$ cat config.mk
export PLATFORM = sky130hd
export DESIGN_NAME = fp_align_stage
export DESIGN_NICKNAME = d
export VERILOG_FILES = /design/src/rtl/fpa_pkg.sv /design/src/rtl/fpa_unpack.sv /design/src/rtl/fpa_exp_cmp.sv /design/src/rtl/fpa_rshift.sv /design/src/rtl/fp_align_stage.sv
export SDC_FILE = /design/constraint.sdc
export NUM_CORES = 1
export LEC_CHECK = 0
export CELL_PAD_IN_SITES_DETAIL_PLACEMENT = 0
export CELL_PAD_IN_SITES_GLOBAL_PLACEMENT = 2
export CORE_MARGIN = 1
export CORE_UTILIZATION = 26
export DETAILED_ROUTE_END_ITERATION = 8
export GPL_TIMING_DRIVEN = 0
export PLACE_DENSITY = 0.78
export SLEW_MARGIN = 20
export SYNTH_ARGS = -nofsm -noshare
export SYNTH_HDL_FRONTEND = slang
export SYNTH_SLANG_ARGS = --single-unit
$ cat constraint.sdc
create_clock -name clk -period 3.6 [get_ports clk]
set_clock_uncertainty 0.2 [all_clocks]
set_input_delay 0.36 -clock clk [delete_from_list [all_inputs] [get_ports clk]]
set_output_delay 0.36 -clock clk [all_outputs]
set_load 0.01 [all_outputs]
$ cat src/rtl/fpa_pkg.sv
// Shared constants for the alignment stage: default field widths, the
// exponent bias and the encoding of the exponent-path select.
package fpa_pkg;
    localparam int DEF_EXP_W  = 8;
    localparam int DEF_FRAC_W = 23;
    localparam int DEF_BIAS   = 127;

    typedef enum logic {
        EXP_LARGER = 1'b0,
        EXP_SUM    = 1'b1
    } exp_path_e;
endpackage

$ cat src/rtl/fpa_unpack.sv
// Splits one IEEE-754 word into its sign, exponent and significand, and
// restores the hidden bit. Assumes the standard field layout: sign at the
// top, then the exponent, then the fraction.
module fpa_unpack #(
    parameter int EXP_W  = 8,
    parameter int FRAC_W = 23,
    localparam int WORD_W = 1 + EXP_W + FRAC_W,
    localparam int MANT_W = FRAC_W + 1
) (
    input  logic [WORD_W-1:0] word,
    output logic              sign,
    output logic [EXP_W-1:0]  expo,
    output logic [MANT_W-1:0] mant
);
    // Field extraction; the hidden bit is set for any nonzero exponent.
    always_comb begin
        sign = word[WORD_W-1];
        expo = word[WORD_W-2 -: EXP_W];
        mant = {(|word[WORD_W-2 -: EXP_W]), word[FRAC_W-1:0]};
    end
endmodule

$ cat src/rtl/fpa_exp_cmp.sv
// Exponent unit: subtracts EB from EA, giving the borrow (A has the smaller
// exponent) and the size of the gap. It also forms the biased sum used for
// multiply. The sum is two bits wider than an exponent so that it never wraps.
module fpa_exp_cmp #(
    parameter int EXP_W = 8,
    parameter int BIAS  = 127,
    localparam int SUM_W = EXP_W + 2
) (
    input  logic [EXP_W-1:0] ea,
    input  logic [EXP_W-1:0] eb,
    output logic             borrow,
    output logic [EXP_W-1:0] gap,
    output logic [EXP_W-1:0] e_large,
    output logic [SUM_W-1:0] e_sum
);
    localparam logic [SUM_W-1:0] BIAS_V = SUM_W'(BIAS);

    logic [EXP_W:0] diff;

    // Subtract the exponents and keep the borrow as the top bit.
    always_comb begin
        diff   = {1'b0, ea} - {1'b0, eb};
        borrow = diff[EXP_W];
    end

    // Gap magnitude and larger exponent, both chosen by the borrow.
    always_comb begin
        gap     = borrow ? (eb - ea) : diff[EXP_W-1:0];
        e_large = borrow ? eb : ea;
    end

    // Biased exponent sum for the multiply path.
    always_comb begin
        e_sum = {2'b00, ea} + {2'b00, eb} - BIAS_V;
    end
endmodule

$ cat src/rtl/fpa_rshift.sv
// Logarithmic right shifter that settles in one cycle. Stage k moves the
// data by 2**k when bit k of the amount is set. A stage whose step is not
// smaller than the data width clears the data, so any amount of W or more
// gives zero.
module fpa_rshift #(
    parameter int W    = 24,
    parameter int SH_W = 8
) (
    input  logic [W-1:0]    din,
    input  logic [SH_W-1:0] amt,
    output logic [W-1:0]    dout
);
    logic [W-1:0] stg [0:SH_W];

    assign stg[0] = din;

    for (genvar k = 0; k < SH_W; k++) begin : g_stage
        localparam longint STEP = longint'(1) << k;
        if (STEP < W) begin : g_move
            // Shift by this stage's step when its amount bit is set.
            assign stg[k+1] = amt[k] ? (stg[k] >> STEP) : stg[k];
        end else begin : g_flush
            // The step is at least the full width, so the data clears.
            assign stg[k+1] = amt[k] ? '0 : stg[k];
        end
    end

    assign dout = stg[SH_W];
endmodule

$ cat src/rtl/fp_align_stage.sv
// Operand alignment stage. Unpacks two operands and compares their exponents.
// The significand of the operand with the smaller exponent is shifted right by
// the gap, and the result is registered. The exponent path gives either the
// larger exponent or the biased sum. Assumes no NaN or infinity handling.
// Latency is one cycle. Reset is synchronous and active low.
module fp_align_stage #(
    parameter int EXP_W  = fpa_pkg::DEF_EXP_W,
    parameter int FRAC_W = fpa_pkg::DEF_FRAC_W,
    parameter int BIAS   = fpa_pkg::DEF_BIAS,
    localparam int WORD_W = 1 + EXP_W + FRAC_W,
    localparam int MANT_W = FRAC_W + 1,
    localparam int SUM_W  = EXP_W + 2
) (
    input  logic              clk,
    input  logic              rst_n,
    input  logic [WORD_W-1:0] op_a,
    input  logic [WORD_W-1:0] op_b,
    input  logic              exp_sum_sel,
    output logic              sign_a_q,
    output logic              sign_b_q,
    output logic [MANT_W-1:0] mant_a_q,
    output logic [MANT_W-1:0] mant_b_q,
    output logic [SUM_W-1:0]  exp_q,
    output logic              shift_sel_q
);
    import fpa_pkg::*;

    logic              sa, sb;
    logic [EXP_W-1:0]  ea, eb, gap, e_large;
    logic [MANT_W-1:0] ma, mb, shift_in, shift_out;
    logic [MANT_W-1:0] ma_next, mb_next;
    logic [SUM_W-1:0]  e_sum, exp_next;
    logic              borrow;
    exp_path_e         path;

    fpa_unpack #(.EXP_W(EXP_W), .FRAC_W(FRAC_W)) u_unpack_a (
        .word(op_a), .sign(sa), .expo(ea), .mant(ma)
    );

    fpa_unpack #(.EXP_W(EXP_W), .FRAC_W(FRAC_W)) u_unpack_b (
        .word(op_b), .sign(sb), .expo(eb), .mant(mb)
    );

    fpa_exp_cmp #(.EXP_W(EXP_W), .BIAS(BIAS)) u_exp_cmp (
        .ea(ea), .eb(eb), .borrow(borrow), .gap(gap),
        .e_large(e_large), .e_sum(e_sum)
    );

    // The borrow picks which significand enters the shifter.
    assign shift_in = borrow ? ma : mb;

    fpa_rshift #(.W(MANT_W), .SH_W(EXP_W)) u_shift (
        .din(shift_in), .amt(gap), .dout(shift_out)
    );

    // Steer the shifted and unshifted significands to their lanes, and
    // choose the exponent path.
    always_comb begin
        path     = exp_path_e'(exp_sum_sel);
        ma_next  = borrow ? shift_out : ma;
        mb_next  = borrow ? mb : shift_out;
        exp_next = (path == EXP_SUM) ? e_sum : {2'b00, e_large};
    end

    // Pipeline register with synchronous active-low clear.
    always_ff @(posedge clk) begin
        if (!rst_n) begin
            sign_a_q    <= 1'b0;
            sign_b_q    <= 1'b0;
            mant_a_q    <= '0;
            mant_b_q    <= '0;
            exp_q       <= '0;
            shift_sel_q <= 1'b0;
        end else begin
            sign_a_q    <= sa;
            sign_b_q    <= sb;
            mant_a_q    <= ma_next;
            mant_b_q    <= mb_next;
            exp_q       <= exp_next;
            shift_sel_q <= borrow;
        end
    end
endmodule

==> impl_metrics.tcl, run 1 <==
set metrics [dict create \
    finalCriticalPeriod_ns 3.49 \
    drive_gt1_share_pct 21.7 \
    core.rowCount 48 \
    timing.final.crit_share_pct 96.8 \
    crit_path_cell_trace "clkdlybuf4s15_1 -> ha_4 -> nor2b_2 -> a211o_1 -> buf_6 -> nor2_4 -> buf_6 -> bufbuf_16 -> mux4_2 -> mux2i_2 -> mux2i_1 -> a221oi_2 -> buf_4 -> o21ai_0" \
    cp.required_ns 3.63 \
    syn-num-nets 639 \
    top_usage_layer "met2" \
    timing.final.ws_setup_ns 0.114 \
    area_delta_synth_final_pct 54.7 \
    dieArea_um2 18200 \
    synth_mux_area_share_pct 18.3 \
    status "complete, no violations" \
    die_w_um 135 \
    htree_levels 3 \
    synth_top_area_cell "dfxtp_1" \
    grt_pass1_wl_um 27900 \
    cts_sinks 61 \
    drtIter0Drc 309 \
    drv_cap 0 \
    min_path_cells 4 \
    async_reset_ff_share_pct 0 \
    yosys.cell_types.count 56 \
    crit_top_cell "buf_6" \
    p_leak_nw 2.81 \
    diodes 0 \
    synth_warnings 0 \
    synth.top_cell.area_share_pct 26.5 \
    drcViolationCount 0 \
    place.gp.congestion 0.880 \
    slew_headroom_pct 44.3 \
    worstSetupPathType "in -> reg" \
    setup_viol 0 \
    p_comb_share_pct 48.5 \
    start_kind "input pin" \
    numCtsBuffers 9 \
    numPortBuffers 126 \
    report.final.slew_viol_count 0 \
    ys_seq_elements 61 \
    cpMaxStageDelayCell "mux4_2" \
    cp_top_family "buffers and inverters" \
    synth-seq-area-share_pct 26.5 \
    multi_input_area_um2 3520 \
    crit_path_end_kind "flip-flop" \
    max_freq_ghz 0.287 \
    clockPowerShare_pct 27.7 \
    synthCells 539 \
    hold_class "in -> reg" \
    seqCellArea_um2 1220 \
    netSwitchingFraction_pct 37.5 \
    crit_buf_inv 5 \
    vdd_ir_drop_max_uv 262 \
    tritoncts "yes" \
    max-clock-path-buffers 2 \
    yosysMostFrequentCell "nand2_1" \
    grt_use_met3_pct 3.64 \
    drt_first_pass_iters 5 \
    syn_area_per_cell_um2 8.54 \
    fillers 1751 \
    grt_max_degree 12 \
    cellPowerDensity_nw_per_um2 440 \
    grt.overflow.total 0 \
    ys_top_cells_by_count "nand2_1 (81), dfxtp_1 (61), mux2i_1 (37), nor2_1 (33)" \
    use_met1_pct 26.1 \
    dp_hpwl_um 13800 \
    intPower_mw 1.96 \
    cp_num_cells 14 \
    clkTransAtPathRegs_ns 0.06 \
    dp_slack_ns -1.29 \
    synthTopCellsByArea "dfxtp_1 (27%), mux4_2 (10%), ha_1 (8.2%), mux2i_1 (8.0%), nand2_1 (6.6%)" \
    start_util_pct 26.6 \
    num_vias 4749 \
    grt_pass1_vias 4882 \
    yosys.area_share.xor_xnor_pct 1.14 \
    whs_ns 0.303 \
    p_seq_share_pct 23.8 \
    synth_ff_type "dfxtp_1" \
    synth-simple-area-share_pct 17.2 \
    netlist_area_um2 4600 \
    synthAdderAreaFrac_pct 9.46 \
    synth_edf_count 0 \
    tightest_slew_ns 0.835 \
    clockRootBuffer "clkbuf_16" \
    nets 797 \
    cp_max_fo 8 \
    synth_compound_area_share_pct 21.5 \
    critPathArrivalTime_ns 3.51 \
    die_h_um 135 \
    setup_tns_ns 0 \
    p_sw_mw 1.17 \
    grtUsageTotal_pct 20.6 \
    core_area_um2 17300 \
    vias_per_cell 5.12 \
    synth_top_family_by_area "compound AO/OA/AOI/OAI gates" \
    routedWlPerCell_um 19.5 \
    io_pins 128 \
    met2_usage_pct 33.9 \
    antenna_found_initial 0 \
    wl_um 18000 \
    slowest_delay_ns 0.59 \
    ant_nets 0 \
    hold_viol 0 \
    cts-hold-fix-buffers 0 \
]
==> tightest hold or removal path, cell delays in order <==
cell and delay [ns]:
buf_2 0.14, inv_2 0.07, nor2_1 0.10, o311a_1 0.14
==> path summary, 6_finish.rpt <==
check,startpoint,end,slack (ns)
setup / recovery,op_b[29],mant_b_q[4],0.11
hold / removal,op_a[28],exp_q[5],0.30
==> what timing repair did <==
item | in CTS | in global routing
resized for setup | 118 | 27
setup endpoints to repair | 48 | 48
buffers inserted | 20 | 1
cloned | 2 | 0
pin swaps | 14 | 9
==> power by group through the flow <==
stage / sequential [mW] / clock [mW] / combinational, mW
finish: 0.744 / 0.868 / 1.52
global route: 0.749 / 0.921 / 1.63
CTS: 0.745 / 0.886 / 1.49
detailed placement: 0.759 / 0 / 1.22
global placement: 0.758 / 0 / 1.22
floorplan: 0.787 / 0 / 0.724
==> metal layers <==
| metal | part of all wire, % | up-vias |
|---|---|---|
| li1 | - | 2277 |
| met1 | 44 | 2267 |
| met2 | 48 | 173 |
| met3 | 4.8 | 32 |
| met4 | 3.0 | 0 |
| met5 | 0 | - |
==> per-stage QoR <==
step	utilization, %	power [mW]	instance area (um2)	cells
after CTS	40.9	3.12	7080	926
after global routing	41.2	3.30	7120	927
after detailed placement	35.5	1.98	6150	890
after global placement	35.5	1.98	6150	890
final	41.2	3.13	7120	927
after floorplan	-	1.51	4600	539
==> area by class of cell <==
type	instances	share of cell area, %
Sequential cell	61	17.1
Tap cell	225	3.95
Timing Repair Buffer	149	20.6
Buffer	32	3.16
Clock inverter	6	0.896
Inverter	30	1.58
Multi-Input combinational cell	414	49.4
Clock buffer	10	3.22
==> cell usage in the layout, fill, tap and decap left out, types with 19 or more instances in the layout <==
cell type / n
clkdlybuf4s50_1: 110
o21ai_0: 24
nor2_1: 30
a21oi_1: 19
mux4_2: 21
mux2i_1: 22
o21ai_1: 32
buf_4: 21
ha_1: 23
nand2_1: 79
inv_1: 27
dfxtp_1: 61
==> flip-flops by register name, indices dropped and copies added, names as in the netlist <==
signal	count
shift_sel_q	1
mant_b_q	24
mant_a_q	24
sign_b_q	1
sign_a_q	1
exp_q	10
==> cell families after synthesis <==
logic type,after synthesis
DFF,61
and+or+nand+nor,168
muxes,58
xor gates and xnor gates,6
buffers and inverters,64
AOI/OAI and AO/OA,149
adders and majority gates,33
Power figures use the tool's default switching activity.
==> run 2: changes to the inputs <==
--- a/config.mk
+++ b/config.mk
@@ -7,11 +7,10 @@
 export LEC_CHECK = 0
 export CELL_PAD_IN_SITES_DETAIL_PLACEMENT = 0
 export CELL_PAD_IN_SITES_GLOBAL_PLACEMENT = 2
-export CORE_MARGIN = 1
-export CORE_UTILIZATION = 26
+export CORE_UTILIZATION = 28
 export DETAILED_ROUTE_END_ITERATION = 8
 export GPL_TIMING_DRIVEN = 0
-export PLACE_DENSITY = 0.78
+export PLACE_DENSITY = 0.8
 export SLEW_MARGIN = 20
 export SYNTH_ARGS = -nofsm -noshare
 export SYNTH_HDL_FRONTEND = slang
==> constraint.sdc (replaced) <==
create_clock -name clk -period 3.65 [get_ports clk]
set_clock_uncertainty 0.2 [all_clocks]
set_input_delay 0.365 -clock clk [delete_from_list [all_inputs] [get_ports clk]]
set_output_delay 0.365 -clock clk [all_outputs]
set_load 0.01 [all_outputs]
==> impl_metrics.tcl, run 2 (same netlist as run 1, synthesis figures left out) <==
set metrics [dict create \
    status "complete, no violations" \
    drcViolationCount 0 \
    numPortBuffers 126 \
    crit_path_end_kind "flip-flop" \
    dp_hpwl_um 13700 \
    final_common_cell "clkdlybuf4s50_1" \
    grt_pass1_wl_um 26600 \
    p_leak_nw 2.79 \
    min_from "op_a[28]" \
    cts-hold-fix-buffers 0 \
    ant_nets 0 \
    mostFrequentLayoutCells "clkdlybuf4s50_1 (113), nand2_1 (78), dfxtp_1 (61)" \
    routedWlPerCell_um 19.3 \
    setup_tns_ns 0 \
    tritoncts "yes" \
    top_regs "mant_a_q: 24 flops, mant_b_q: 24 flops, exp_q: 10 flops" \
    cp_max_fo 8 \
    finalCriticalPeriod_ns 3.57 \
    max-clock-path-buffers 2 \
    drive_gt1_share_pct 19.9 \
    drv_cap 0 \
    hold_viol 0 \
    max_freq_ghz 0.280 \
    whs_ns 0.352 \
    diodes 0 \
    core.rowCount 46 \
    num_vias 4775 \
    dp_slack_ns -1.19 \
    numCtsBuffers 9 \
    cellPowerDensity_nw_per_um2 430 \
    final_area_um2 7040 \
    worstSetupPathType "in -> reg" \
    drt_first_pass_iters 4 \
    dp.cells 881 \
    clockRootBuffer "clkbuf_16" \
    report.final.slew_viol_count 0 \
    htree_levels 3 \
    cp.required_ns 3.67 \
    vias_per_cell 5.21 \
    place.gp.congestion 0.844 \
    grt_pass1_vias 4691 \
    timing.final.ws_setup_ns 0.0820 \
    setup_viol 0 \
    die_h_um 130 \
    core_area_um2 15900 \
    place_area_um2 6130 \
    startpoint "op_b[30]" \
    drtIter0Drc 255 \
    area_delta_synth_final_pct 52.9 \
    grt.overflow.total 0 \
    antenna_found_initial 0 \
    cts_sinks 61 \
    fillers 1609 \
    die_w_um 130 \
    io_pins 128 \
    tightest_slew_ns 0.839 \
    grtUsageTotal_pct 21.2 \
    critPathArrivalTime_ns 3.59 \
    timing.final.crit_share_pct 97.8 \
    grt_max_degree 13 \
    start_util_pct 28.9 \
    nets 795 \
    wl_um 17700 \
    start_kind "input pin" \
    clkTransAtPathRegs_ns 0.06 \
    dieArea_um2 17000 \
    vdd_ir_drop_max_uv 235 \
    slew_headroom_pct 44.1 \
    p_total_mw 3.02 \
    fin_util_pct 44.2 \
    fin_cells 916 \
    hold_class "in -> reg" \
]
[run 2: changes by cell type in the layout (fill, tap and decap cells not counted), moves of 3 or more]
cell | previous run | this run
clkbuf_2 | 7 | 3
mux2i_1 | 22 | 26
dlygate4sd2_1 | 5 | 8
clkdlybuf4s50_1 | 110 | 113
[run 2: final cells by class]
class,count,area (um2),area share [%]
well taps,216,270,3.84
plain buffers,32,230,3.27
inverters,30,113,1.60
multi-input cells,414,3470,49.2
repair buffers,147,1450,20.6
flip-flops and latches,61,1220,17.3
clock inverters,6,48.8,0.693
clock buffers,10,239,3.39
[run 2: critical path: stages]
cell and delay (ns):
clkdlybuf4s50_1 0.51, inv_2 0.08, ha_4 0.30, nor2b_2 0.05, a211o_1 0.25, buf_4 0.18, nor2_4 0.14, buf_4 0.16
buf_16 0.13, mux4_2 0.58, mux2i_1 0.22, mux2i_2 0.14, a221oi_2 0.37, o21ai_1 0.10
[run 2: path summary, 6_finish.rpt]
kind / end / slack, ns / depth (start not counted)
hold / removal: exp_q[5] / 0.35 / 4
setup / recovery: mant_a_q[5] / 0.08 / 14
[run 2: repair_timing]
action | CTS | global route
cloned | 1 | 2
hold endpoints to repair | 0 | 0
resized for setup | 86 | 38
pin swaps | 13 | 15
setup buffers | 11 | 7
setup endpoints to repair | 48 | 48
[run 2: layer usage]
metal  wire (um)  vias to the layer above  share of wire [%]  GRT usage, %
met2        8860                      166                 50          37.5
li1            -                     2271                  -             -
met5           0                        -                  0             0
met3         797                       25                4.5          2.95
met4         404                        0                2.3          7.46
met1        7660                     2313                 43          26.2
[run 2: report_power, final]
part / switching (mW) / leakage, nW / internal (mW) / total (mW)
combinational: 0.807 / 2.15 / 0.672 / 1.48
clock: 0.333 / 0.131 / 0.480 / 0.813
sequential: 0.0125 / 0.503 / 0.720 / 0.733
==> run 3: changes to the inputs <==
--- a/config.mk
+++ b/config.mk
@@ -7,8 +7,9 @@
 export LEC_CHECK = 0
 export CELL_PAD_IN_SITES_DETAIL_PLACEMENT = 0
 export CELL_PAD_IN_SITES_GLOBAL_PLACEMENT = 2
-export CORE_UTILIZATION = 28
+export CORE_UTILIZATION = 37
 export DETAILED_ROUTE_END_ITERATION = 8
+export DONT_BUFFER_PORTS = 1
 export GPL_TIMING_DRIVEN = 0
 export PLACE_DENSITY = 0.8
 export SLEW_MARGIN = 20
==> impl_metrics.tcl, run 3 (same netlist as run 1, synthesis figures left out) <==
set metrics [dict create \
    status "complete, no violations" \
    place_area_um2 4810 \
    cellPowerDensity_nw_per_um2 464 \
    hold_viol 0 \
    seqCellArea_um2 1220 \
    core_area_um2 12100 \
    timing.final.crit_share_pct 95.2 \
    final_area_um2 5680 \
    grt_pass1_vias 4376 \
    dp_slack_ns -0.605 \
    vias_per_cell 5.62 \
    critPathArrivalTime_ns 3.48 \
    core.rowCount 40 \
    finalCriticalPeriod_ns 3.47 \
    numPortBuffers 0 \
    hold_class "in -> reg" \
    routedWlPerCell_um 20.1 \
    ant_nets 0 \
    slowest_delay_ns 0.58 \
    cp_max_fo 10 \
    start_util_pct 38.2 \
    mostFrequentLayoutCells "nand2_1 (81), dfxtp_1 (61), dlygate4sd3_1 (49)" \
    area_delta_synth_final_pct 23.4 \
    top_regs "mant_a_q: 24 flops, mant_b_q: 24 flops, exp_q: 10 flops" \
    tightest_slew_ns 0.761 \
    report.final.slew_viol_count 0 \
    grt_use_met3_pct 5.42 \
    cts_sinks 61 \
    numCtsBuffers 9 \
    drive_gt1_share_pct 12.4 \
    timing.final.ws_setup_ns 0.176 \
    met2_usage_pct 43.9 \
    rsz0062_at_grt "no" \
    worstSetupPathType "in -> reg" \
    top_usage_layer "met2" \
    drcViolationCount 0 \
    drv_cap 0 \
    place.gp.congestion 0.898 \
    multi_input_area_um2 3180 \
    die_w_um 114 \
    p_total_mw 2.64 \
    vdd_ir_drop_max_uv 228 \
    p_leak_nw 2.35 \
    grt_pass1_wl_um 24200 \
    max_freq_ghz 0.288 \
    use_met1_pct 30.3 \
    tritoncts "yes" \
    fillers 1206 \
    final_common_cell "nand2_1" \
    num_vias 4342 \
    setup_viol 0 \
    htree_levels 3 \
    dieArea_um2 12900 \
    die_h_um 114 \
    cp.required_ns 3.66 \
    dp_hpwl_um 11900 \
    startpoint "op_a[23]" \
    grt_max_degree 11 \
    grt.overflow.total 0 \
    start_kind "input pin" \
    grtUsageTotal_pct 25.0 \
    diodes 0 \
    clockRootBuffer "clkbuf_16" \
    drt_first_pass_iters 5 \
    wl_um 15500 \
    max-clock-path-buffers 2 \
    endpoint "mant_a_q[0]" \
    drtIter0Drc 206 \
    cpMaxStageDelayCell "mux4_2" \
    crit_path_cell_trace "inv_1 -> ha_1 -> inv_1 -> fa_2 -> a211oi_4 -> nor3_4 -> nor2_4 -> buf_6 -> mux4_2 -> mux2i_1 -> mux2i_1 -> a221oi_2 -> o21ai_1" \
    crit_path_end_kind "flip-flop" \
    slew_headroom_pct 49.3 \
    setup_tns_ns 0 \
    clkTransAtPathRegs_ns 0.05 \
    nets 701 \
    antenna_found_initial 0 \
    io_pins 128 \
]
-- run 3: how the worst min path moves through the flow --
stage	from	to	slack (ns)	cells past startpoint
6_report	op_a[28]	exp_q[5]	0.13	3
5_1_grt	op_a[25]	exp_q[2]	0.14	3
4_1_cts	op_a[28]	exp_q[5]	0.12	3
3_5_place_dp	op_a[15]	mant_a_q[15]	0.28	2
3_3_place_gp	op_b[18]	mant_b_q[18]	0.29	2
2_1_floorplan	op_a[13]	mant_a_q[13]	0.27	2
-- run 3: layout make-up --
class / count / share of cell area [%]
well taps: 168 / 3.70
flip-flops and latches: 61 / 21.5
plain buffers: 34 / 2.95
clock inverters: 2 / 0.617
inverters: 30 / 1.98
clock buffers: 12 / 4.34
repair buffers: 51 / 8.90
multi-input cells: 414 / 56.0
-- run 3: timing repair --
item / 4_1_cts / 5_1_grt
endpoints found under the setup margin: 8 / 31
endpoints found under the hold margin: 50 / 0
resized for setup: 4 / 18
buffers inserted: 0 / 2
pin swaps: 0 / 3
hold buffers: 49 / 0
-- run 3: metal layers --
layer | up-vias | share of wire, %
met3 | 23 | 5.9
met1 | 2066 | 42
met5 | - | 0
met2 | 173 | 50
li1 | 2080 | -
met4 | 0 | 2.2
-- run 3: critical path: cells and delay by family --
family          cells  cell delay, ns
mux                 3            1.07
compound gates      3            0.84
fa+ha+maj           2            0.55
buf+inv             3            0.33
simple gates        2            0.32
-- run 3: where the power goes --
group / switching [mW] / internal (mW)
clock: 0.286 / 0.537
sequential: 0.0455 / 0.723
combinational: 0.622 / 0.425
total: 0.954 / 1.68
-- run 3: per-stage QoR --
stage / hold slack (ns) / util [%] / std cells
3_3_place_gp: 0.286 / 39.9 / 707
4_1_cts: 0.115 / 46.4 / 770
2_1_floorplan: 0.274 / - / 539
6_report: 0.127 / 47.1 / 772
3_5_place_dp: 0.283 / 39.9 / 707
5_1_grt: 0.141 / 47.1 / 772
